### src/rtl/flash_cmd_pkg.sv
package flash_cmd_pkg;

   typedef enum logic [2:0] {
      SQ_IDLE,
      SQ_KEY1,
      SQ_KEY2,
      SQ_PROG,
      SQ_EXT3,
      SQ_EXT4,
      SQ_EXT5
   } seq_step_t;

   typedef enum logic [2:0] {
      OP_NONE,
      OP_PROG,
      OP_SECT,
      OP_CHIP,
      OP_LOCK,
      OP_ID_ON,
      OP_ID_OFF
   } op_kind_t;

   typedef struct packed {
      logic at_key1;
      logic at_key2;
      logic d_key1;
      logic d_key2;
      logic d_prog;
      logic d_ext;
      logic d_chip;
      logic d_sect;
      logic d_lock;
      logic d_id_on;
      logic d_exit;
   } cmd_hits_t;

   localparam logic [15:0] KEY1_ADDR = 16'h5555;
   localparam logic [15:0] KEY2_ADDR = 16'h2AAA;
   localparam logic [7:0]  KEY1_DATA = 8'hAA;
   localparam logic [7:0]  KEY2_DATA = 8'h55;
   localparam logic [7:0]  CMD_PROG  = 8'hA0;
   localparam logic [7:0]  CMD_EXT   = 8'h80;
   localparam logic [7:0]  CMD_CHIP  = 8'h10;
   localparam logic [7:0]  CMD_SECT  = 8'h30;
   localparam logic [7:0]  CMD_LOCK  = 8'h40;
   localparam logic [7:0]  CMD_IDON  = 8'h90;
   localparam logic [7:0]  CMD_EXIT  = 8'hF0;

endpackage

### src/rtl/cmd_matcher.sv
module cmd_matcher
   import flash_cmd_pkg::*;
#(
   parameter int ADDR_W     = 17,
   parameter int DATA_W     = 16,
   parameter int CMP_ADDR_W = 16,
   parameter int CMP_DATA_W = 8
) (
   input  logic [ADDR_W-1:0] addr,
   input  logic [DATA_W-1:0] data,
   output cmd_hits_t         hits
);
   logic [CMP_ADDR_W-1:0] a_low;
   logic [CMP_DATA_W-1:0] d_low;

   assign a_low = addr[CMP_ADDR_W-1:0];
   assign d_low = data[CMP_DATA_W-1:0];

   function automatic logic a_is(input logic [CMP_ADDR_W-1:0] a, input logic [15:0] k);
      return a == CMP_ADDR_W'(k);
   endfunction

   function automatic logic d_is(input logic [CMP_DATA_W-1:0] d, input logic [7:0] k);
      return d == CMP_DATA_W'(k);
   endfunction

   always_comb begin
      hits.at_key1 = a_is(a_low, KEY1_ADDR);
      hits.at_key2 = a_is(a_low, KEY2_ADDR);
      hits.d_key1  = d_is(d_low, KEY1_DATA);
      hits.d_key2  = d_is(d_low, KEY2_DATA);
      hits.d_prog  = d_is(d_low, CMD_PROG);
      hits.d_ext   = d_is(d_low, CMD_EXT);
      hits.d_chip  = d_is(d_low, CMD_CHIP);
      hits.d_sect  = d_is(d_low, CMD_SECT);
      hits.d_lock  = d_is(d_low, CMD_LOCK);
      hits.d_id_on = d_is(d_low, CMD_IDON);
      hits.d_exit  = d_is(d_low, CMD_EXIT);
   end
endmodule

### src/rtl/cmd_sequencer.sv
module cmd_sequencer
   import flash_cmd_pkg::*;
(
   input  logic      clk,
   input  logic      rst_n,
   input  logic      accept,
   input  cmd_hits_t hits,
   output op_kind_t  op
);
   seq_step_t step_q, step_d;

   always_comb begin
      step_d = step_q;
      op     = OP_NONE;
      if (accept) begin
         step_d = SQ_IDLE;
         unique case (step_q)
            SQ_IDLE: begin
               if (hits.at_key1 && hits.d_key1) step_d = SQ_KEY1;
               else if (hits.d_exit)            op     = OP_ID_OFF;
            end
            SQ_KEY1: begin
               if (hits.at_key2 && hits.d_key2) step_d = SQ_KEY2;
               else if (hits.d_exit)            op     = OP_ID_OFF;
            end
            SQ_KEY2: begin
               if (hits.at_key1 && hits.d_prog)       step_d = SQ_PROG;
               else if (hits.at_key1 && hits.d_ext)   step_d = SQ_EXT3;
               else if (hits.at_key1 && hits.d_id_on) op     = OP_ID_ON;
               else if (hits.d_exit)                  op     = OP_ID_OFF;
            end
            SQ_PROG: op = OP_PROG;
            SQ_EXT3: begin
               if (hits.at_key1 && hits.d_key1) step_d = SQ_EXT4;
               else if (hits.d_exit)            op     = OP_ID_OFF;
            end
            SQ_EXT4: begin
               if (hits.at_key2 && hits.d_key2) step_d = SQ_EXT5;
               else if (hits.d_exit)            op     = OP_ID_OFF;
            end
            SQ_EXT5: begin
               if (hits.at_key1 && hits.d_chip)      op = OP_CHIP;
               else if (hits.d_sect)                 op = OP_SECT;
               else if (hits.at_key1 && hits.d_lock) op = OP_LOCK;
               else if (hits.d_exit)                 op = OP_ID_OFF;
            end
            default: step_d = SQ_IDLE;
         endcase
      end
   end

   always_ff @(posedge clk or negedge rst_n) begin
      if (!rst_n) step_q <= SQ_IDLE;
      else        step_q <= step_d;
   end
endmodule

### src/rtl/op_launch.sv
module op_launch
   import flash_cmd_pkg::*;
#(
   parameter int ADDR_W = 17,
   parameter int DATA_W = 16
) (
   input  logic              clk,
   input  logic              rst_n,
   input  op_kind_t          op,
   input  logic [ADDR_W-1:0] addr,
   input  logic [DATA_W-1:0] data,
   output logic              prog_go,
   output logic              sect_erase_go,
   output logic              chip_erase_go,
   output logic              lock_go,
   output logic [ADDR_W-1:0] op_addr,
   output logic [DATA_W-1:0] op_data,
   output logic              id_mode
);
   always_ff @(posedge clk or negedge rst_n) begin
      if (!rst_n) begin
         prog_go       <= 1'b0;
         sect_erase_go <= 1'b0;
         chip_erase_go <= 1'b0;
         lock_go       <= 1'b0;
         op_addr       <= '0;
         op_data       <= '0;
         id_mode       <= 1'b0;
      end else begin
         prog_go       <= (op == OP_PROG);
         sect_erase_go <= (op == OP_SECT);
         chip_erase_go <= (op == OP_CHIP);
         lock_go       <= (op == OP_LOCK);
         if (op == OP_PROG || op == OP_SECT) begin
            op_addr <= addr;
            op_data <= data;
         end
         if (op == OP_ID_ON)       id_mode <= 1'b1;
         else if (op == OP_ID_OFF) id_mode <= 1'b0;
      end
   end
endmodule

### src/rtl/id_readout.sv
module id_readout #(
   parameter int          ADDR_W     = 17,
   parameter int          ID_W       = 8,
   parameter logic [7:0]  MFR_CODE   = 8'h3C,
   parameter logic [7:0]  DEV_CODE   = 8'hA5,
   parameter bit          ID_REG_OUT = 1'b0
) (
   input  logic              clk,
   input  logic              rst_n,
   input  logic              id_mode,
   input  logic              lock_status,
   input  logic [ADDR_W-1:0] rd_addr,
   output logic [ID_W-1:0]   id_data
);
   logic [ID_W-1:0] sel;

   always_comb begin
      sel = '0;
      if (id_mode) begin
         if (rd_addr == ADDR_W'(0))      sel = ID_W'(MFR_CODE);
         else if (rd_addr == ADDR_W'(1)) sel = ID_W'(DEV_CODE);
         else if (rd_addr == ADDR_W'(2)) sel = ID_W'(lock_status);
      end
   end

   generate
      if (ID_REG_OUT) begin : g_reg
         logic [ID_W-1:0] q;
         always_ff @(posedge clk or negedge rst_n) begin
            if (!rst_n) q <= '0;
            else        q <= sel;
         end
         assign id_data = q;
      end else begin : g_comb
         assign id_data = sel;
      end
   endgenerate
endmodule

### src/rtl/flash_cmd_decoder.sv
module flash_cmd_decoder
   import flash_cmd_pkg::*;
#(
   parameter int          ADDR_W     = 17,
   parameter int          DATA_W     = 16,
   parameter int          CMP_ADDR_W = 16,
   parameter int          CMP_DATA_W = 8,
   parameter int          ID_W       = 8,
   parameter logic [7:0]  MFR_CODE   = 8'h3C,
   parameter logic [7:0]  DEV_CODE   = 8'hA5,
   parameter bit          ID_REG_OUT = 1'b0
) (
   input  logic              clk,
   input  logic              rst_n,
   input  logic              wr_valid,
   input  logic [ADDR_W-1:0] wr_addr,
   input  logic [DATA_W-1:0] wr_data,
   input  logic              busy,
   input  logic              lock_status,
   input  logic [ADDR_W-1:0] rd_addr,
   output logic              prog_go,
   output logic              sect_erase_go,
   output logic              chip_erase_go,
   output logic              lock_go,
   output logic [ADDR_W-1:0] op_addr,
   output logic [DATA_W-1:0] op_data,
   output logic              id_mode,
   output logic [ID_W-1:0]   id_data
);
   localparam int KEY_ADDR_BITS = 15;

   generate
      if (CMP_ADDR_W > ADDR_W) begin : g_err_aw
         $error("CMP_ADDR_W exceeds ADDR_W");
      end
      if (CMP_ADDR_W < KEY_ADDR_BITS) begin : g_err_kw
         $error("CMP_ADDR_W too narrow for unlock addresses");
      end
      if (CMP_DATA_W > DATA_W || CMP_DATA_W < 8) begin : g_err_dw
         $error("CMP_DATA_W out of range");
      end
      if (ID_W < 8) begin : g_err_iw
         $error("ID_W must hold an 8-bit code");
      end
   endgenerate

   cmd_hits_t hits;
   op_kind_t  op;
   logic      accept;

   assign accept = wr_valid && !busy;

   cmd_matcher #(
      .ADDR_W(ADDR_W), .DATA_W(DATA_W),
      .CMP_ADDR_W(CMP_ADDR_W), .CMP_DATA_W(CMP_DATA_W)
   ) u_match (
      .addr(wr_addr), .data(wr_data), .hits(hits)
   );

   cmd_sequencer u_seq (
      .clk(clk), .rst_n(rst_n), .accept(accept), .hits(hits), .op(op)
   );

   op_launch #(.ADDR_W(ADDR_W), .DATA_W(DATA_W)) u_launch (
      .clk(clk), .rst_n(rst_n), .op(op),
      .addr(wr_addr), .data(wr_data),
      .prog_go(prog_go), .sect_erase_go(sect_erase_go),
      .chip_erase_go(chip_erase_go), .lock_go(lock_go),
      .op_addr(op_addr), .op_data(op_data), .id_mode(id_mode)
   );

   id_readout #(
      .ADDR_W(ADDR_W), .ID_W(ID_W), .MFR_CODE(MFR_CODE),
      .DEV_CODE(DEV_CODE), .ID_REG_OUT(ID_REG_OUT)
   ) u_id (
      .clk(clk), .rst_n(rst_n), .id_mode(id_mode),
      .lock_status(lock_status), .rd_addr(rd_addr), .id_data(id_data)
   );
endmodule

### config.mk
export PLATFORM = sky130hd
export DESIGN_NAME = flash_cmd_decoder
export DESIGN_NICKNAME = d
export VERILOG_FILES = /design/src/rtl/flash_cmd_pkg.sv /design/src/rtl/cmd_matcher.sv /design/src/rtl/cmd_sequencer.sv /design/src/rtl/op_launch.sv /design/src/rtl/id_readout.sv /design/src/rtl/flash_cmd_decoder.sv
export SDC_FILE = /design/constraint.sdc
export NUM_CORES = 1
export LEC_CHECK = 0
export BUFFER_PORTS_ARGS = -buffer_cell sky130_fd_sc_hd__buf_4
export CAP_MARGIN = 40
export CORE_MARGIN = 4
export CORE_UTILIZATION = 42
export DETAILED_ROUTE_END_ITERATION = 6
export MAX_ROUTING_LAYER = met4
export PLACE_DENSITY_LB_ADDON = 0.25
export SETUP_SLACK_MARGIN = 0.2
export SLEW_MARGIN = 40
export SYNTH_ARGS = -nofsm -noshare
export SYNTH_HDL_FRONTEND = slang
export SYNTH_SLANG_ARGS = --single-unit
### constraint.sdc
create_clock -name clk -period 2.44 [get_ports clk]
set_clock_uncertainty 0.1 [all_clocks]
set_input_delay 0.366 -clock clk [delete_from_list [all_inputs] [get_ports clk]]
set_output_delay 0.366 -clock clk [all_outputs]
set_load 0.03 [all_outputs]
# After elaboration in Yosys (flattened, before gate mapping)
# Index checks and enable logic that the tools add are counted.
# classes
n_eq_ne,25
mux,24
n_reduce_logical,15
# ops
cell,n
two-way mux 3 bit,14
== test 8 bit (second input constant),5
one-hot mux 3 bit (5 select lines),2
two-way mux 8 bit,3
== test 3 bit (second input constant),6
== test 17 x 1 -> 1 bit (second input constant),1
== test 17 x 2 -> 1 bit (second input constant),1
zero test 17 bit,1
== test 16 x 14 -> 1 bit (second input constant),1
== test 16 x 15 -> 1 bit (second input constant),1
== test 8 x 7 -> 1 bit (second input constant),2
== test 3 x 2 -> 1 bit (second input constant),4
== test 8 x 5 -> 1 bit (second input constant),1
== test 8 x 6 -> 1 bit (second input constant),1
logical AND 1 bit,8
== test 3 x 1 -> 1 bit (second input constant),2
two-way mux 1 bit,4
OR reduction 2 bit,2
zero test 3 bit,1
two-way mux 2 bit,1
nonzero test 2 bit,1
zero test 1 bit,1
logical OR 1 bit,1
# word_totals
ff_bits,41
input_bits,55
wordCells,72

# Depth between registers and ports, before layout
# depth
ltp_word,10
ltp_mapped,8
mapped_depth_nobuf,6

# By module
# Synthesis repeated with hierarchy kept, for this count alone.
# unflattened
cells_unflattened,175
area_unflattened_um2,2280.9
# modules_own_cells
module,n_inst,cells_per_inst,area_each_um2,seq_area_each_um2
op_launch,1,84,1537.7,950.9
cmd_sequencer,1,45,345.3,75.1
cmd_matcher,1,29,269.0,0.0
id_readout,1,16,115.1,0.0
flash_cmd_decoder,1,1,13.8,0.0

# Least setup slack after synthesis
# OpenSTA, ideal clock, no wires.
# synth_path
kind,input to register
start,input port wr_addr[1]
end,register u_launch.op_addr[0]
arrival_ns,2.596
required_ns,2.215
path_slack_ns,-0.381
path_stages,7
path_cell_list,or4bb_1 > or4b_4 > a211oi_4 > o211ai_2 > o22ai_4 > buf_12 > mux2_4
# synth_via
elab_chain_len,9
elab_cells_between_ends,22
# synth_lines
element,line,rtl
"start, declared",flash_cmd_decoder.sv:16,"input logic [ADDR_W-1:0] wr_addr,"
== test 16 x 15 -> 1 bit,cmd_matcher.sv:20,return a == CMP_ADDR_W'(k);
logical AND 1 bit (on tied branches),"cmd_sequencer.sv:44, cmd_sequencer.sv:29",
two-way mux 3 bit (on tied branches),"cmd_sequencer.sv:44, cmd_sequencer.sv:29",
two-way mux 3 bit (on tied branches),"cmd_sequencer.sv:43, cmd_sequencer.sv:28",
two-way mux 3 bit (on tied branches),"cmd_sequencer.sv:42, cmd_sequencer.sv:27",
one-hot mux 3 bit (5 select lines) *,cmd_sequencer.sv:17,unique case (step_q)
two-way mux 3 bit *,cmd_sequencer.sv:15,if (accept) begin
== test 3 x 1 -> 1 bit / == test 3 x 2 -> 1 bit (equally long branches),op_launch.sv:34,if (op == OP_PROG || op == OP_SECT) begin
logical OR 1 bit *,op_launch.sv:34,
"end signal, assigned",op_launch.sv:35,op_addr <= addr;
"end, declared",op_launch.sv:16,"output logic [ADDR_W-1:0] op_addr,"
# Mark *: on every way between the ends. The rest lies on a longest branch, timed or not.
# A chain may end at the register's enable or synchronous reset.

# Worst setup path after layout
# layout_path
start,input port wr_addr[1]
end,register u_launch.op_data[11]
# layout_via
elab_chain_len,9
elab_cells_between_ends,22
# layout_lines
element,line,rtl
== test 16 x 15 -> 1 bit,cmd_matcher.sv:20,
logical AND 1 bit (on tied branches),"cmd_sequencer.sv:44, cmd_sequencer.sv:29",
two-way mux 3 bit (on tied branches),"cmd_sequencer.sv:44, cmd_sequencer.sv:29",
two-way mux 3 bit (on tied branches),"cmd_sequencer.sv:43, cmd_sequencer.sv:28",
two-way mux 3 bit (on tied branches),"cmd_sequencer.sv:42, cmd_sequencer.sv:27",
one-hot mux 3 bit (5 select lines) *,cmd_sequencer.sv:17,
two-way mux 3 bit *,cmd_sequencer.sv:15,
== test 3 x 1 -> 1 bit / == test 3 x 2 -> 1 bit (equally long branches),op_launch.sv:34,
logical OR 1 bit *,op_launch.sv:34,
"end signal, assigned",op_launch.sv:36,op_data <= data;
"end, declared",op_launch.sv:17,"output logic [DATA_W-1:0] op_data,"
# Marks and branches as above.

==> results.yml <==
cells_and_area:
  seq_area_mm2: 0.00103
  drive_gt1_share_pct: 64.0
  area_delta_synth_final_pct: 61.7
  multi_input_area_mm2: 0.00112
  diodes: 0
  fillers: 387
  final_nets: 365
  design_area_mm2: 0.00353
critical_path:
  crit_end: "u_launch.op_data[11]$_DFFE_PN0P_"
  worstPathArrival_ns: 2.82
  critPathMaxStageDelay_ns: 0.59
  ff2ff_path_depth: 8
  endpoint_kind: "flop"
  startpoint: "wr_addr[1]"
  reg2reg_setup_slack_ns: -0.11
  cp.depth: 9
  worstSetupPathType: "in -> reg"
  start_kind: "input port"
  cpLargestDelayFamily: "simple AND/OR/NAND/NOR gates"
  r2r-end: "u_launch.op_data[11]$_DFFE_PN0P_"
  path_cells: "buf_6 -> or4bb_4 -> or4b_4 -> a211oi_4 -> o211ai_2 -> o22ai_4 -> buf_4 -> buf_12 -> mux2_4"
  crit_buf_inv: 3
  cp.required_ns: 2.53
  crit_fanout: 9
  r2r-start: "u_seq.step_q[2]$_DFFE_PN0P_"
  cp_slowest_cell: "or4b_4"
place:
  portBuffers: 98
  hpwlAfterDp_mm: 4.71
  place_congestion: 0.903
  placed_area_mm2: 0.00319
timing:
  fin_crit_sh_pct: 112
  finalHoldViolations: 0
  relSlewSlack_pct: 65.2
  fin_tns_setup_ns: -8.98
  fin_crit_ns: 2.73
  rsz0062_at_grt: "true"
  tightestPinTransition_ns: 0.518
  max_freq_mhz: 367
  finalMaxSlewViolations: 0
  fin_ws_ns: -0.286
  setup_viol: 33
die:
  io_pins: 101
  core_area_mm2: 0.00488
  die_w_um: 80.1
  die_h_um: 80.1
  rows: 25
  dieArea_mm2: 0.00641
  initial_core_util_pct: 44.7
synth:
  synth_enable_flop_cells: 0
  synthFlopType: "dfrtp_1"
  yosysUniqueCellTypes: 37
  yosys-top-cells-area: "dfrtp_1 47%, mux2_4 21%, buf_12 2.8%"
  synth_top_area_share_pct: 47.0
  synth-seq-cells: 41
  async_flop_share_pct: 100
  syn-cell-area_mm2: 0.00218
  yosysMostFrequentCell: "dfrtp_1"
  synth_commonest_cells: "41 x dfrtp_1, 30 x mux2_4, 11 x nand2_1, 9 x nor2_1, 7 x nor4_1"
  synth_largest_area_cell: "dfrtp_1"
  ys_warn_count: 0
  seq_area_frac_synth_pct: 47.0
  syn_area_per_cell_um2: 13.1
  netlist_instances: 167
grt:
  antenna_found_initial: 0
  grt_pass1_wl_mm: 9.99
  grt_max_degree: 42
  grt_pass1_vias: 2013
  gr-total-overflow: 0
  track_usage_pct: 21.1
min_path:
  min_path_type: "in -> reg"
run:
  cap_viol_max_count: 0
clock_tree:
  cts_sinks: 41
  cts_buffers: 5
  clock_path_buffers: 2
  cts_tree: "yes"
  cts-root-buf: "clkbuf_8"
  clkTransAtPathRegs_ns: 0.08
  htree_levels: 2
  clk_latency_ns: 0.30
outcome:
  violations: "negative setup slack"
  status: "finished with violations"
routing:
  drt_wl_total_mm: 6.32
  drtPass1Iterations: 4
  ant_nets: 0
  post_drt_wl_per_cell_um: 16.7
  drtIter0Drc: 109
  drcViolationCount: 0
  vias: 1917
  post_drt_via_cell_ratio: 5.07
power:
  vdd_drop_max_uv: 328
  power.density_mw_per_mm2: 458
  leakagePower_nw: 1.75
  p_total_mw: 1.61
-- what timing repair did --
item,in CTS,in global routing
endpoints found under the hold margin,41,0
cloned,2,0
setup buffers,8,1
endpoints found under the setup margin,34,37
hold buffers,1,0
pin swaps,0,1
gates resized for setup,13,6
-- placed cells by master (no fill, tap or decap), types with 2 or more instances in the layout --
| cell type | count |
|---|---|
| nand4b_1 | 2 |
| conb_1 | 2 |
| or3_1 | 2 |
| nor4_1 | 7 |
| buf_16 | 2 |
| buf_12 | 2 |
| dfrtp_1 | 41 |
| nor3_1 | 2 |
| buf_4 | 133 |
| nor4bb_1 | 3 |
| nor4b_1 | 3 |
| and2_1 | 4 |
| nand4_1 | 3 |
| bufinv_16 | 2 |
| nand2_1 | 11 |
| or4bb_4 | 2 |
| nor2b_1 | 3 |
| a21oi_1 | 4 |
| nand3_1 | 3 |
| o21ai_0 | 3 |
| mux2_4 | 33 |
| or4_1 | 2 |
| clkbuf_8 | 5 |
| buf_6 | 5 |
| nor2_1 | 7 |
-- kinds of logic after synthesis --
kind of cell,Yosys count,synth area share [%]
other,1,0.172
flip-flops,41,47.0
AND/OR/NAND/NOR,65,18.9
multiplexers,34,22.7
buffers and inverters,9,4.47
AO/OA/AOI/OAI,17,6.71
-- worst min-delay path by stage --
stage,from,to,slack (ns),cells past startpoint
finish,wr_data[15],u_launch.op_data[15]$_DFFE_PN0P_,0.19,2
global route,wr_data[9],u_launch.op_data[9]$_DFFE_PN0P_,0.17,2
CTS,wr_data[15],u_launch.op_data[15]$_DFFE_PN0P_,0.17,2
detailed placement,rst_n,u_launch.op_addr[16]$_DFFE_PN0P_,0.27,1
global placement,rst_n,u_launch.op_addr[16]$_DFFE_PN0P_,0.27,1
floorplan,rst_n,u_launch.chip_erase_go$_DFF_PN0_,-0.03,0
-- report_power, final --
part	total [mW]	leakage, nW	switching, mW	internal (mW)
registers	0.706	0.568	0.0106	0.695
clock network	0.660	0.0687	0.248	0.412
logic	0.248	1.11	0.112	0.137
-- cell type report --
cell class | instances | area share (%)
well taps | 67 | 2.38
repair buffers | 143 | 32.9
inverters | 1 | 0.106
clock inverters | 3 | 1.95
multi-input cells | 118 | 31.6
flip-flops and latches | 41 | 29.1
clock buffers | 5 | 1.95
-- state kept, by name, summed over array words and instances, names as in the netlist --
register and flops:
u_seq.step_q 3, u_launch.chip_erase_go 1, u_launch.sect_erase_go 1, u_launch.op_addr 17
u_launch.op_data 16, u_launch.lock_go 1, u_launch.id_mode 1, u_launch.prog_go 1
-- metal layers --
layer | track usage [%] | up-vias | routed length, um | part of all wire (%)
met3 | 4.48 | 11 | 394 | 6.2
met2 | 34.9 | 88 | 3120 | 49
met5 | - | - | 0 | 0
met4 | 6.42 | 0 | 121 | 1.9
met1 | 25.9 | 914 | 2680 | 42
li1 | - | 904 | - | -
-- through the flow --
stage | worst slack [ns] | hold slack (ns) | cells | utilization [%]
after CTS | -0.216 | 0.175 | 377 | 71.6
after global placement | -0.529 | 0.272 | 358 | 65.4
after detailed placement | -0.592 | 0.274 | 358 | 65.4
final | -0.286 | 0.187 | 378 | 72.3
after global routing | -0.315 | 0.172 | 378 | 72.3
after floorplan | -0.354 | -0.0296 | 168 | -
(Power assumes the default switching activity.)
